==> src/rtl/pwm_timer_pkg.sv <==
package pwm_timer_pkg;

    localparam int DIV_W = 3;
    localparam int NCH   = 2;

    typedef enum logic [1:0] {
        CLK_DIV4 = 2'b00,
        CLK_DIV2 = 2'b01,
        CLK_DIV8 = 2'b10,
        CLK_EXT  = 2'b11
    } clk_sel_e;

    typedef struct packed {
        logic out_en;
        logic duty_lvl;
        logic per_lvl;
    } lvl_cfg_t;

    typedef struct packed {
        clk_sel_e clk_sel;
        logic     opm_en;
        logic     pwm_en;
    } mode_cfg_t;

    localparam int ADDR_LVL  = 0;
    localparam int ADDR_MODE = 1;
    localparam int ADDR_CMP  = 2;

    function automatic logic [DIV_W-1:0] div_mask(input clk_sel_e sel);
        case (sel)
            CLK_DIV2: div_mask = 3'b001;
            CLK_DIV8: div_mask = 3'b111;
            default:  div_mask = 3'b011;
        endcase
    endfunction

    function automatic logic [15:0] reload_value();
        reload_value = 16'hFFFC;
    endfunction

endpackage

==> src/rtl/pwm_prescaler.sv <==
module pwm_prescaler
    import pwm_timer_pkg::*;
(
    input  logic     clk,
    input  logic     rst,
    input  clk_sel_e sel,
    input  logic     ext_tick,
    output logic     tick
);
    logic [DIV_W-1:0] pcnt;
    logic [DIV_W-1:0] mask;

    always_ff @(posedge clk) begin
        if (rst) pcnt <= '0;
        else     pcnt <= pcnt + 1'b1;
    end

    always_comb begin
        mask = div_mask(sel);
        if (sel == CLK_EXT) tick = ext_tick;
        else                tick = ((pcnt & mask) == mask);
    end
endmodule

==> src/rtl/pwm_cmp_reg.sv <==
module pwm_cmp_reg #(
    parameter int DW     = 8,
    parameter int AW     = 3,
    parameter int HI_ADR = 2,
    localparam int CW    = 2 * DW
) (
    input  logic          clk,
    input  logic          rst,
    input  logic          wr_en,
    input  logic [AW-1:0] wr_addr,
    input  logic [DW-1:0] wr_data,
    output logic [CW-1:0] value,
    output logic          armed
);
    localparam logic [AW-1:0] HI_A = AW'(HI_ADR);
    localparam logic [AW-1:0] LO_A = AW'(HI_ADR + 1);

    always_ff @(posedge clk) begin
        if (rst) begin
            value <= '1;
            armed <= 1'b1;
        end else if (wr_en && wr_addr == HI_A) begin
            value[CW-1:DW] <= wr_data;
            armed          <= 1'b0;
        end else if (wr_en && wr_addr == LO_A) begin
            value[DW-1:0] <= wr_data;
            armed         <= 1'b1;
        end
    end
endmodule

==> src/rtl/pwm_regfile.sv <==
module pwm_regfile
    import pwm_timer_pkg::*;
#(
    parameter int DW = 8,
    parameter int AW = 3,
    localparam int CW = 2 * DW
) (
    input  logic                    clk,
    input  logic                    rst,
    input  logic                    wr_en,
    input  logic [AW-1:0]           wr_addr,
    input  logic [DW-1:0]           wr_data,
    output lvl_cfg_t                lvl,
    output mode_cfg_t               mode,
    output logic [NCH-1:0][CW-1:0]  cmp,
    output logic [NCH-1:0]          arm,
    output logic                    pwm_start
);
    localparam logic [AW-1:0] LVL_A  = AW'(ADDR_LVL);
    localparam logic [AW-1:0] MODE_A = AW'(ADDR_MODE);

    logic mode_wr;
    assign mode_wr   = wr_en && (wr_addr == MODE_A);
    assign pwm_start = mode_wr && wr_data[0] && !mode.pwm_en;

    always_ff @(posedge clk) begin
        if (rst) begin
            lvl  <= '0;
            mode <= '0;
        end else begin
            if (wr_en && wr_addr == LVL_A) lvl <= lvl_cfg_t'(wr_data[2:0]);
            if (mode_wr)                   mode <= mode_cfg_t'(wr_data[3:0]);
        end
    end

    for (genvar i = 0; i < NCH; i++) begin : g_ch
        pwm_cmp_reg #(
            .DW     (DW),
            .AW     (AW),
            .HI_ADR (ADDR_CMP + 2 * i)
        ) u_reg (
            .clk     (clk),
            .rst     (rst),
            .wr_en   (wr_en),
            .wr_addr (wr_addr),
            .wr_data (wr_data),
            .value   (cmp[i]),
            .armed   (arm[i])
        );
    end
endmodule

==> src/rtl/pwm_core.sv <==
module pwm_core
    import pwm_timer_pkg::*;
#(
    parameter int CW = 16
) (
    input  logic                   clk,
    input  logic                   rst,
    input  logic                   tick,
    input  logic                   pwm_start,
    input  lvl_cfg_t               lvl,
    input  mode_cfg_t              mode,
    input  logic [NCH-1:0][CW-1:0] cmp,
    input  logic [NCH-1:0]         arm,
    output logic [CW-1:0]          cnt,
    output logic                   pin,
    output logic [NCH-1:0]         evt
);
    localparam logic [CW-1:0] RELOAD = CW'(reload_value());

    logic [NCH-1:0] hit;
    logic           pwm_on;
    logic           opm_on;

    for (genvar i = 0; i < NCH; i++) begin : g_hit
        assign hit[i] = tick && arm[i] && (cnt == cmp[i]);
    end

    assign pwm_on = mode.pwm_en;
    assign opm_on = mode.opm_en && !mode.pwm_en;

    always_ff @(posedge clk) begin
        if (rst) begin
            cnt <= RELOAD;
            pin <= 1'b0;
            evt <= '0;
        end else begin
            evt <= pwm_on ? '0 : hit;
            if (pwm_start) begin
                cnt <= RELOAD;
                pin <= lvl.per_lvl;
            end else if (tick) begin
                if (hit[1] && pwm_on) begin
                    cnt <= RELOAD;
                    pin <= lvl.per_lvl;
                end else begin
                    cnt <= cnt + 1'b1;
                    if (hit[1] && opm_on) pin <= lvl.per_lvl;
                    else if (hit[0])      pin <= lvl.duty_lvl;
                end
            end
        end
    end
endmodule

==> src/rtl/pwm_timer_top.sv <==
module pwm_timer_top
    import pwm_timer_pkg::*;
#(
    parameter int DW = 8,
    parameter int AW = 3,
    localparam int CW = 2 * DW
) (
    input  logic          clk,
    input  logic          rst,
    input  logic          ext_tick,
    input  logic          wr_en,
    input  logic [AW-1:0] wr_addr,
    input  logic [DW-1:0] wr_data,
    output logic          cmp_out,
    output logic [CW-1:0] count,
    output logic          cmp1_evt,
    output logic          cmp2_evt
);
    lvl_cfg_t               lvl_cfg;
    mode_cfg_t              mode_cfg;
    logic [NCH-1:0][CW-1:0] cmp_val;
    logic [NCH-1:0]         arm;
    logic                   pwm_start;
    logic                   tick;
    logic                   pin_q;
    logic [NCH-1:0]         evt;
    logic                   pwm_on;
    logic                   per_lvl;

    pwm_regfile #(.DW(DW), .AW(AW)) u_regs (
        .clk       (clk),
        .rst       (rst),
        .wr_en     (wr_en),
        .wr_addr   (wr_addr),
        .wr_data   (wr_data),
        .lvl       (lvl_cfg),
        .mode      (mode_cfg),
        .cmp       (cmp_val),
        .arm       (arm),
        .pwm_start (pwm_start)
    );

    pwm_prescaler u_presc (
        .clk      (clk),
        .rst      (rst),
        .sel      (mode_cfg.clk_sel),
        .ext_tick (ext_tick),
        .tick     (tick)
    );

    pwm_core #(.CW(CW)) u_core (
        .clk       (clk),
        .rst       (rst),
        .tick      (tick),
        .pwm_start (pwm_start),
        .lvl       (lvl_cfg),
        .mode      (mode_cfg),
        .cmp       (cmp_val),
        .arm       (arm),
        .cnt       (count),
        .pin       (pin_q),
        .evt       (evt)
    );

    assign pwm_on   = mode_cfg.pwm_en;
    assign per_lvl  = lvl_cfg.per_lvl;
    assign cmp_out  = lvl_cfg.out_en & pin_q;
    assign cmp1_evt = evt[0];
    assign cmp2_evt = evt[1];
endmodule

==> config.mk <==
export PLATFORM = sky130hd
export DESIGN_NAME = pwm_timer_top
export DESIGN_NICKNAME = d
export VERILOG_FILES = /design/src/rtl/pwm_timer_pkg.sv /design/src/rtl/pwm_prescaler.sv /design/src/rtl/pwm_cmp_reg.sv /design/src/rtl/pwm_regfile.sv /design/src/rtl/pwm_core.sv /design/src/rtl/pwm_timer_top.sv
export SDC_FILE = /design/constraint.sdc
export NUM_CORES = 1
export LEC_CHECK = 0
export ABC_AREA = 1
export ABC_CLOCK_PERIOD_IN_PS = 1860
export BUFFER_PORTS_ARGS = -buffer_cell sky130_fd_sc_hd__buf_2
export CORE_MARGIN = 8
export CORE_UTILIZATION = 58
export CTS_BUF_LIST = sky130_fd_sc_hd__clkbuf_4 sky130_fd_sc_hd__clkbuf_8 sky130_fd_sc_hd__clkbuf_16
export CTS_CLUSTER_DIAMETER = 200
export DETAILED_ROUTE_END_ITERATION = 10
export PLACE_DENSITY = 0.79
export SETUP_SLACK_MARGIN = 0.4
export SYNTH_ARGS = -nofsm -noshare
export SYNTH_HDL_FRONTEND = slang
export SYNTH_SLANG_ARGS = --single-unit
==> constraint.sdc <==
create_clock -name clk -period 1.86 [get_ports clk]
set_input_delay 0.372 -clock clk [delete_from_list [all_inputs] [get_ports clk]]
set_output_delay 0.372 -clock clk [all_outputs]
set_load 0.05 [all_outputs]
==> summary.md <==
| Metric | Value |
|---|---|
| N_diodes | 0 |
| Internal | 2.113 mW |
| Most area-consuming cells after synthesis | dfxtp_1 (42%), nand2_1 (17%), inv_1 (8.8%) |
| Peak supply drop | 0.4978 mV |
| Synth Instances | 448 |
| Switching share of power | 0.2557 |
| Area occupied by multi-input gates | 1579 um^2 |
| Total track usage | 0.2308 |
| Die area | 7796 um^2 |
| Dpl hpwl | 6051 um |
| Setup TNS | 0 ns |
| Worst Path Arrival | 1.91 ns |
| Cells along the critical path | inv_1 > o21ai_0 > nor2_4 > nand3_2 > nor3_4 > nor2_4 > clkbuf_16 > nand3_2 |
| Core box area | 5075 um^2 |
| CP max stage delay | 0.39 ns |
| WL/cell | 15.31 um |
| Asr flop ratio synth | 0 |
| Startpoint Class | flip-flop |
| Worst slew pin tran | 0.3904 ns |
| HP Class | in2reg |
| Row count | 26 |
| Cell at the slowest stage of the critical path | dfxtp_4 |
| Avg Inst Size Synth | 6.767 um^2 |
| Critical Path RT | 2.08 ns |
| Synth area leader | dfxtp_1 |
| Synth warn | 0 |
| Clk buf depth | 2 |
| Combinational power share | 0.101 |
| Seq/Total Area, Yosys | 0.4160 |
| Routability cong. | 0.8886 |
| Die height | 88.30 um |
| Number of synthesized register bits | 63 |
| Final antenna-violating net count | 0 |
| Share of the synthesized area in the top cell type | 0.4160 |
| Port buffer count | 33 |
| Vias in the first global route | 2851 |
| Leak | 2.015 nW |
| Number of flops mapped to enable cells by yosys | 0 |
| Power share of the clock group | 0.407 |
| Die width | 88.30 um |
| Top Family by Delay on Critical Path | simple AND/OR/NAND/NOR gates |
| Final Slew Violations | 0 |
| Sequential share of power | 0.493 |
| TritonRoute pass-1 iters | 5 |
| CP Max Fanout | 7 |
| Post-synthesis cell area | 3032 um^2 |
| Routed wire length | 8877 um |
| Total DRC errors in the routed layout | 0 |
| Maxcap violations | 0 |
| Initial drt markers | 268 |
| Worst setup skew after layout | 0.009617 ns |
| Netlist cell types | 23 |
| Root Buffer | clkbuf_8 |
| Layout cells sized above 1 | 0.2686 |
| Placed Area | 3374 um^2 |
| Initial Utilization | 0.5974 |
| Power density cells | 728.7 nW/um^2 |
| TritonCTS Buffers | 9 |
| Final setup vio count | 0 |
| Syn_nets | 465 |
| Largest net degree at the start of global routing | 42 |
| Tmin final | 1.688 ns |
| Antenna violations before repair | 0 |
| Via count | 3103 |
| Crit Path Category | reg2reg |
| Clock sinks | 63 |
| Worst Path Buf+Inv | 2 |
| Status | finished, final reports clean |
| Clk pin slew, worst setup/hold paths | 0.07 ns |
| Psw | 0.7259 mW |
| I/O pin count | 34 |
| Fillers | 382 |
| Clk_lat worst skew | 0.34 ns |
| CTS tree | done |
| Fmax | 592.5 MHz |
| Post-route cell area | 3895 um^2 |
| Slew margin rel. | 0.7370 |
| # nets final | 522 |
| Final worst-path cycle share | 0.9074 |
| Final Hold Viols | 0 |
| Unrepaired setup endpoints after global routing | true |
| Fin util | 0.7675 |
| Area Growth Syn to Fin | 28.48% |
| Register area | 1324 um^2 |
| Htree depth | 3 |
| Grt ovf | 0 |
| CP Capture Type | flip-flop |
| First-pass GRT wire length | 13740 um |
| Main synth FF type | dfxtp_1 |
| Via-to-Cell Ratio | 5.350 |
| WHS | 0.3145 ns |
layout by cell type (no fill, tap or decap), types with 5 or more instances in the layout:
| cell | n |
|---|---|
| a21oi_1 | 7 |
| buf_2 | 30 |
| buf_4 | 16 |
| clkbuf_8 | 9 |
| dfxtp_1 | 45 |
| dfxtp_4 | 16 |
| inv_1 | 64 |
| inv_2 | 7 |
| nand2_1 | 129 |
| nand2_2 | 8 |
| nand3_1 | 19 |
| nand3_2 | 10 |
| nand4_1 | 5 |
| nor2_1 | 33 |
| nor2_2 | 8 |
| nor3_1 | 5 |
| o211ai_1 | 28 |
| o21ai_0 | 20 |
| xor2_1 | 7 |
tightest hold or removal path, stage by stage:
cell	delay, ns
buf_2	0.12
nand2_1	0.06
o211ai_1	0.06
area by class of cell:
| type | count | area share |
|---|---|---|
| timing repair buffer | 56 | 0.1108 |
| sequential | 63 | 0.3399 |
| clock inverter | 5 | 0.01253 |
| multi-input combinational | 301 | 0.4054 |
| inverter | 74 | 0.07324 |
| tap | 70 | 0.02249 |
| clock buffer | 11 | 0.03566 |
worst paths after layout:
check,cells after the start,to,start,slack [ns]
hold / removal,3,u_regs.g_ch[1].u_reg.value[5],wr_data[5],0.31
setup reg to reg,8,u_core.cnt[12],u_core.cnt[6],0.17
hold reg to reg,1,u_presc.pcnt[0],u_presc.pcnt[0],0.45
setup / recovery,8,u_core.cnt[12],u_core.cnt[6],0.17
flip-flops by register name, indices dropped and copies added, names as in the netlist:
signal                   flops
u_regs.lvl                   3
u_core.evt                   2
u_presc.pcnt                 3
u_regs.g_ch.u_reg.value     32
u_regs.g_ch.u_reg.armed      2
u_core.cnt                  16
u_core.pin                   1
u_regs.mode                  4
Yosys cell counts (3+ instances only):
| master | count |
|---|---|
| nand2_1 | 138 |
| inv_1 | 71 |
| dfxtp_1 | 63 |
| nor2_1 | 41 |
| o211ai_1 | 28 |
| nand3_1 | 26 |
| o21ai_0 | 25 |
| nor3_1 | 9 |
| a21oi_1 | 7 |
| clkbuf_1 | 7 |
| xor2_1 | 7 |
| nand4_1 | 5 |
| nor2_2 | 4 |
| nand3_2 | 3 |
| xnor2_1 | 3 |
through the flow:
| stage | worst slack (ns) | instances | total power [mW] |
|---|---|---|---|
| after floorplan | 0.3870 | 448 | 1.578 |
| after global placement | 0.04804 | 546 | 1.655 |
| after detailed placement | 0.01008 | 546 | 1.662 |
| after CTS | 0.3067 | 570 | 2.809 |
| after global routing | 0.1243 | 580 | 2.954 |
| final | 0.1723 | 580 | 2.838 |
power by group through the flow:
stage               clock network [mW]  registers [mW]  logic (mW)
CTS                               1.16            1.40       0.254
global route                      1.24            1.40       0.314
global placement                     0            1.42       0.230
finish                            1.15            1.40       0.285
floorplan                            0            1.43       0.149
detailed placement                   0            1.43       0.236
cell families (layout without fill, tap and decap cells):
kind of cell,count (synthesis),after routing,share of synthesized area
AOI/OAI and AO/OA,60,60,0.1222
buffers and inverters,84,146,0.1073
and+or+nand+nor,229,229,0.3174
DFF,63,63,0.4160
adders and majority gates,2,2,0.008253
xor gates and xnor gates,10,10,0.02889
routing by layer:
metal	vias up	wire length (um)	GRT usage
li1	1544	-	-
met1	1416	3928	0.3002
met2	121	4097	0.3571
met3	22	616	0.04828
met4	0	235	0.1045
met5	-	0	0
timing repair:
action,CTS,global route
resized for setup,11,48
pin swaps,3,15
hold buffers,0,0
endpoints found under the hold margin,0,0
endpoints found under the setup margin,15,22
buffers inserted,8,9
cloned,0,1
(Power assumes the default switching activity.)
